<file path="src/rtl/booth_pkg.sv">
package booth_pkg;

  typedef struct packed {
    logic load;
    logic step;
  } boothStrobe_t;

  typedef enum logic [1:0] {
    OP_HOLD = 2'd0,
    OP_ADD  = 2'd1,
    OP_SUB  = 2'd2
  } boothOp_t;

  // Pair (current low multiplier bit, previously shifted-out bit)
  function automatic boothOp_t recode(input logic qLow, input logic qPrev);
    case ({qLow, qPrev})
      2'b10:   return OP_SUB;
      2'b01:   return OP_ADD;
      default: return OP_HOLD;
    endcase
  endfunction

endpackage

</file>
<file path="src/rtl/booth_addsub.sv">
module booth_addsub
  import booth_pkg::*;
#(
  parameter int WIDTH = 9
) (
  input  logic [WIDTH-1:0] acc,
  input  logic [WIDTH-1:0] operand,
  input  boothOp_t         op,
  output logic [WIDTH-1:0] result
);

  always_comb begin
    unique case (op)
      OP_ADD:  result = acc + operand;
      OP_SUB:  result = acc - operand;
      default: result = acc;
    endcase
  end

endmodule

</file>
<file path="src/rtl/booth_ctrl.sv">
module booth_ctrl
  import booth_pkg::*;
#(
  parameter int WIDTH = 8
) (
  input  logic         clk,
  input  logic         rstN,
  input  logic         start,
  output boothStrobe_t strobe,
  output logic         busy,
  output logic         done
);

  localparam int CW = $clog2(WIDTH + 1);

  logic [CW-1:0] stepCnt;
  logic          lastStep;

  assign lastStep = (stepCnt == CW'(WIDTH - 1));

  always_comb begin
    strobe.load = start && !busy;
    strobe.step = busy;
  end

  always_ff @(posedge clk or negedge rstN) begin
    if (!rstN) begin
      busy    <= 1'b0;
      done    <= 1'b0;
      stepCnt <= '0;
    end else begin
      done <= 1'b0;
      if (strobe.load) begin
        busy    <= 1'b1;
        stepCnt <= '0;
      end else if (busy) begin
        stepCnt <= stepCnt + 1'b1;
        if (lastStep) begin
          busy <= 1'b0;
          done <= 1'b1;
        end
      end
    end
  end

endmodule

</file>
<file path="src/rtl/booth_dpath.sv">
module booth_dpath
  import booth_pkg::*;
#(
  parameter int WIDTH = 8
) (
  input  logic                 clk,
  input  logic                 rstN,
  input  boothStrobe_t         strobe,
  input  logic [WIDTH-1:0]     mcandIn,
  input  logic [WIDTH-1:0]     mplrIn,
  output logic [2*WIDTH-1:0]   product
);

  // One guard bit on the accumulator keeps A - M exact for the most negative M
  localparam int AW = WIDTH + 1;

  logic [AW-1:0]    accA;
  logic [AW-1:0]    mcand;
  logic [AW-1:0]    nextA;
  logic [WIDTH-1:0] mplr;
  logic             qPrev;
  boothOp_t         op;

  assign op = recode(mplr[0], qPrev);

  booth_addsub #(.WIDTH(AW)) u_addsub (
    .acc     (accA),
    .operand (mcand),
    .op      (op),
    .result  (nextA)
  );

  always_ff @(posedge clk or negedge rstN) begin
    if (!rstN) begin
      accA  <= '0;
      mcand <= '0;
      mplr  <= '0;
      qPrev <= 1'b0;
    end else if (strobe.load) begin
      accA  <= '0;
      mcand <= {mcandIn[WIDTH-1], mcandIn};
      mplr  <= mplrIn;
      qPrev <= 1'b0;
    end else if (strobe.step) begin
      accA  <= {nextA[AW-1], nextA[AW-1:1]};
      mplr  <= {nextA[0], mplr[WIDTH-1:1]};
      qPrev <= mplr[0];
    end
  end

  assign product = {accA[WIDTH-1:0], mplr};

endmodule

</file>
<file path="src/rtl/booth_mult.sv">
module booth_mult
  import booth_pkg::*;
#(
  parameter int WIDTH = 8
) (
  input  logic               clk,
  input  logic               rstN,
  input  logic               start,
  input  logic [WIDTH-1:0]   multiplicand,
  input  logic [WIDTH-1:0]   multiplier,
  output logic               busy,
  output logic               done,
  output logic [2*WIDTH-1:0] product
);

  boothStrobe_t strobe;

  booth_ctrl #(.WIDTH(WIDTH)) u_ctrl (
    .clk    (clk),
    .rstN   (rstN),
    .start  (start),
    .strobe (strobe),
    .busy   (busy),
    .done   (done)
  );

  booth_dpath #(.WIDTH(WIDTH)) u_dpath (
    .clk     (clk),
    .rstN    (rstN),
    .strobe  (strobe),
    .mcandIn (multiplicand),
    .mplrIn  (multiplier),
    .product (product)
  );

endmodule

</file>
<file path="config.mk">
export PLATFORM = sky130hd
export DESIGN_NAME = booth_mult
export DESIGN_NICKNAME = d
export VERILOG_FILES = /design/src/rtl/booth_pkg.sv /design/src/rtl/booth_addsub.sv /design/src/rtl/booth_ctrl.sv /design/src/rtl/booth_dpath.sv /design/src/rtl/booth_mult.sv
export SDC_FILE = /design/constraint.sdc
export NUM_CORES = 1
export LEC_CHECK = 0
export BUFFER_PORTS_ARGS = -buffer_cell sky130_fd_sc_hd__buf_2
export CAP_MARGIN = 20
export CORE_UTILIZATION = 55
export CTS_CLUSTER_DIAMETER = 120
export DETAILED_ROUTE_END_ITERATION = 12
export GPL_TIMING_DRIVEN = 0
export PLACE_DENSITY = 0.91
export SYNTH_ARGS = -nofsm -noshare
export SYNTH_HDL_FRONTEND = slang
export SYNTH_HIERARCHICAL = 1
export SYNTH_SLANG_ARGS = --single-unit
</file>
<file path="constraint.sdc">
create_clock -name clk -period 3.2 [get_ports clk]
set_clock_uncertainty 0.1 [all_clocks]
set_input_delay 0.16 -clock clk [delete_from_list [all_inputs] [get_ports clk]]
set_output_delay 0.16 -clock clk [all_outputs]
set_load 0.01 [all_outputs]
</file>
# Word-level counts from Yosys, hierarchy flattened

Index checks and enable logic that the tools add are counted.

Reduce and logical (&&, ||, !) cells: 3
Add/subtract/negate cells: 3
Mux-type cells: 16
Equality and inequality tests: 5

Operators by type and width:

| kind                | count |
|---|---|
| $mux 9              | 2 |
| $pmux 9 s2          | 1 |
| $mux 8              | 2 |
| $add 9x9->9         | 1 |
| $sub 9x9->9         | 1 |
| $mux 1              | 8 |
| $mux 4              | 2 |
| $add 4x1->4 const B | 1 |
| $eq 2x1->1 const B  | 2 |
| $eq 2x2->1 const B  | 2 |
| $eq 4x3->1 const B  | 1 |
| $pmux 2 s2          | 1 |
| $reduce_bool 2->1   | 1 |
| $logic_and 1x1->1   | 1 |
| $logic_not 1->1     | 1 |

Output and inout port bits: 18
Register bits after elaboration: 32

# Depth between registers and ports, before layout

Word-level depth: 6
Gate-level depth with buffers: 14

# By module

Netlist, hierarchy kept.

By module, submodules not included:

| module       | area each (µm²) | cells an instance | sequential area each (µm²) | instances |
|---|---|---|---|---|
| booth_dpath  | 1084.8          | 83                | 625.6                      | 1 |
| booth_addsub | 666.9           | 93                | 0.0                        | 1 |
| booth_ctrl   | 264.0           | 19                | 150.1                      | 1 |

# Worst setup path after synthesis

No wires, ideal clock.

Path type: reg-to-reg
Start: register u_dpath.mplr[0]
End: register u_dpath.accA[7]
Path slack: 0.451 ns
Stages on the path, launching flop included: 13
Arrival: 2.577 ns
Path buffers: 1
Library setup time: 0.071 ns
Cells stage by stage: dfrtp_1 nor2b_1 ha_1 clkbuf_1 mux2i_1 fa_1 a211oi_2 o21ai_0 and4_1 nor3_2 xor2_1 mux2i_1 nor2_1

Cells in the longest elaborated chain, start to end: 6
Elaborated cells on any way between the ends: 8
Classes of those cells: eq/ne (4); mux (4)

Ends and longest elaborated chain:

| what                                            | line               | RTL |
|---|---|---|
| from (decl)                                     | booth_dpath.sv:20  | `logic [WIDTH-1:0] mplr;` |
| from (signal assigned)                          | booth_dpath.sv:42  | `mplr <= mplrIn;` |
| from (signal assigned)                          | booth_dpath.sv:46  | `mplr <= {nextA[0], mplr[WIDTH-1:1]};` |
| $eq 2x1->1 / $eq 2x2->1 (equally long branches) | booth_pkg.sv:16    | `case ({qLow, qPrev})` |
| $pmux 2 s2 *                                    | booth_pkg.sv:16    |  |
| via u_dpath.op[1]                               | booth_dpath.sv:22  | `boothOp_t op;` |
| $eq 2x2->1 / $eq 2x1->1 (equally long branches) | booth_addsub.sv:13 | `unique case (op)` |
| $pmux 9 s2 *                                    | booth_addsub.sv:13 |  |
| via u_dpath.nextA[8]                            | booth_dpath.sv:19  | `logic [AW-1:0] nextA;` |
| $mux 9 *                                        | booth_dpath.sv:44  | `end else if (strobe.step) begin` |
| $mux 9 *                                        | booth_dpath.sv:39  | `end else if (strobe.load) begin` |
| to (signal assigned)                            | booth_dpath.sv:45  | `accA <= {nextA[AW-1], nextA[AW-1:1]};` |
| to (decl)                                       | booth_dpath.sv:17  | `logic [AW-1:0] accA;` |

Mark *: on every way through the listed nets, which the timed path passes. The rest lies on a longest branch. The select of a mux whose other input is x is not followed.
A chain may end at the register's enable or synchronous reset.

# Worst setup path after layout

Start: register u_dpath.mplr[0]
End: register u_dpath.accA[6]

Same word-level chain as after synthesis.

==> results_dict.tcl <==
set metrics [dict create \
    timing_worst_slew_pin_value_ps 686.1 \
    antenna_found_initial 0 \
    die_area_um2 3911 \
    ffs_latches_synth 31 \
    drv_cap 0 \
    vias_per_cell 5.525 \
    gpl.final_weighted_congestion 0.8503 \
    detailed_route_wire_length_um 4500 \
    cts_tree "done" \
    n_fill_cell 255 \
    seqCellArea_um2 775.7 \
    final_period_utilization_pct 91.06 \
    worst_setup_path_start_kind "register" \
    track_usage_pct 25.66 \
    cts-htree-levels 2 \
    post-synth-top-area-cell "sky130_fd_sc_hd__dfrtp_1" \
    die_height_um 62.54 \
    synth.lib_cells_used.distinct 47 \
    hp-class "in2reg" \
    synth-main-ff-cell "sky130_fd_sc_hd__dfrtp_1" \
    die_x_um 62.54 \
    synth_enable_flop_cells 0 \
    synthCells 195 \
    tritoncts.num_buffers 5 \
    syn_area_per_cell_um2 10.34 \
    synth-async-reset-ratio_pct 100.0 \
    timing.max_slew.rel_slack_pct 54.26 \
    multi_input_comb_area_um2 1132 \
    cts_max_path_buffers 2 \
    post_drt_wl_per_cell_um 14.95 \
    clock.fmax_ghz 0.3432 \
    initial_utilization_pct 59.01 \
    grt_pass1_wl_um 7721 \
    arrival_ps 3100 \
    synth_nets 226 \
    area_delta_synth_final_pct 22.66 \
    design.final.nets 285 \
    most_instantiated_cells_after_synthesis "31 x sky130_fd_sc_hd__dfrtp_1, 19 x sky130_fd_sc_hd__mux2i_1, 16 x sky130_fd_sc_hd__nor2_1, 15 x sky130_fd_sc_hd__nand2_1, 12 x sky130_fd_sc_hd__o21ai_0" \
    worst-setup-path-type "reg2reg" \
    fin_setup_tns_ps 0 \
    timing_max_transition_violations_final 0 \
    io-pin-count 37 \
    unrepaired_setup_endpoints_after_global_routing "false" \
    num_antenna_cells 0 \
    mappedNetlistArea_um2 2016 \
    timing.critical_path.required_ps 3390 \
    detailedRoute.firstIterationViolations 64 \
    buffer_ports.inserted 36 \
    final_layout_size_suffix_gt1_share_pct 26.27 \
    outcome "complete, no violations" \
    first_global_vias 1748 \
    clock_insertion_delay_worst_skew_ps 340 \
    synth_area_leaders "sky130_fd_sc_hd__dfrtp_1 38%, sky130_fd_sc_hd__mux2i_1 9.4%, sky130_fd_sc_hd__ha_1 6.8%" \
    row_count 21 \
    clock_tree.root_cell "sky130_fd_sc_hd__clkbuf_4" \
    place_ws_ps 174.2 \
    synth_sequential_area_ratio_pct 38.49 \
    synth_most_common_cell "sky130_fd_sc_hd__dfrtp_1" \
    ys.warnings.count 6 \
    clkSlewWorstSetupHoldPaths_ps 110 \
    drt_pass1_iterations 4 \
    post-route-worst-setup-slack_ps 286.1 \
    dp_hpwl_um 2912 \
    core_area_um2 3416 \
    fin_crit_ps 2914 \
    ant_nets 0 \
    worst_path_fanout_max 9 \
    grt_remaining_overflow 0 \
    dr_drc_count 0 \
    synth_top_area_share_pct 38.49 \
    hold_violations 0 \
    total_clock_sinks 31 \
    reg_to_reg_slack_setup_ps 290 \
    final-setup-viol-count 0 \
    critPathCaptureType "register" \
    grt_start_max_net_pins 32 \
    routed-via-count 1663 \
]
## flip-flops by register name (all words and copies together) (netlist names)
register and cells:
u_dpath/accA 8, u_dpath/mcand 8, u_dpath/mplr 8, u_ctrl/stepCnt 4
u_ctrl/busy 1, u_ctrl/done 1, u_dpath/qPrev 1
## layer usage
| metal | track usage (%) | routed length [µm] | up-vias |
|---|---|---|---|
| li1 | - | - | 811 |
| met1 | 30.89 | 2034 | 815 |
| met2 | 44.70 | 2283 | 32 |
| met3 | 5.292 | 134 | 5 |
| met4 | 9.884 | 48 | 0 |
| met5 | 0 | 0 | - |
## layout make-up
type	instances	area share, %
plain buffers	9	3.239
clock buffers	7	1.822
clock inverters	1	0.2024
inverters	7	1.063
multi-input cells	147	45.80
flip-flops and latches	31	31.38
well taps	46	2.328
repair buffers	53	14.17
## stage by stage
| step | instance area [µm²] | utilization (%) | hold slack [ps] | cells |
|---|---|---|---|---|
| finish | 2472 | 72.38 | 38.79 | 301 |
| global route | 2472 | 72.38 | 51.65 | 301 |
| CTS | 2474 | 72.42 | 21.34 | 302 |
| detailed placement | 2253 | 65.97 | 137.7 | 277 |
| global placement | 2253 | 65.97 | 136.0 | 277 |
| floorplan | 2016 | - | -235.6 | 195 |
## cells by family after synthesis
family / share of synthesized area, %
muxes: 16.14
AOI/OAI and AO/OA: 13.41
buffers and inverters: 5.462
and+or+nand+nor: 13.47
xor gates and xnor gates: 5.214
DFF: 38.49
adders and majority gates: 7.821
## worst paths after layout
| path | start | to | cells after the start |
|---|---|---|---|
| min reg2reg | u_ctrl/stepCnt[1] | u_ctrl/stepCnt[1] | 1 |
| max reg2reg | u_dpath/mplr[0] | u_dpath/accA[6] | 11 |
| max in group asynchronous | rstN | u_dpath/mcand[5] | 2 |
| min | start | u_ctrl/busy | 3 |
| max | u_dpath/mplr[0] | u_dpath/accA[6] | 11 |
| min in group asynchronous | rstN | u_dpath/accA[4] | 2 |
## worst max-delay path, stage by stage, from the launching register on
cell and delay [ps]:
sky130_fd_sc_hd__dfrtp_1 460, sky130_fd_sc_hd__nor2b_1 170, sky130_fd_sc_hd__ha_2 290, sky130_fd_sc_hd__mux2i_1 360, sky130_fd_sc_hd__ha_1 290, sky130_fd_sc_hd__nor2b_1 140
sky130_fd_sc_hd__o21ai_1 190, sky130_fd_sc_hd__a21boi_1 190, sky130_fd_sc_hd__o311a_1 320, sky130_fd_sc_hd__a211oi_1 180, sky130_fd_sc_hd__mux2i_1 110, sky130_fd_sc_hd__nor2_1 80
## cell usage in the layout (no fill, tap or decap), drive strengths merged, types with 8 or more instances in the layout
cell type,n
buf,45
dfrtp,31
dlygate4sd3,17
ha,11
mux2,10
mux2i,19
nand2,15
nor2,17
o21ai,16
xnor2,8
## what timing repair did
item | CTS | global route
endpoints found under the setup margin | 0 | 2
hold buffers | 17 | 0
hold endpoints to repair | 47 | 0
resized for setup | 0 | 1
buffers inserted | 0 | 0
Power is not shown: default switching activity piles up to over one toggle a cycle in this logic, so the estimate is an artifact.
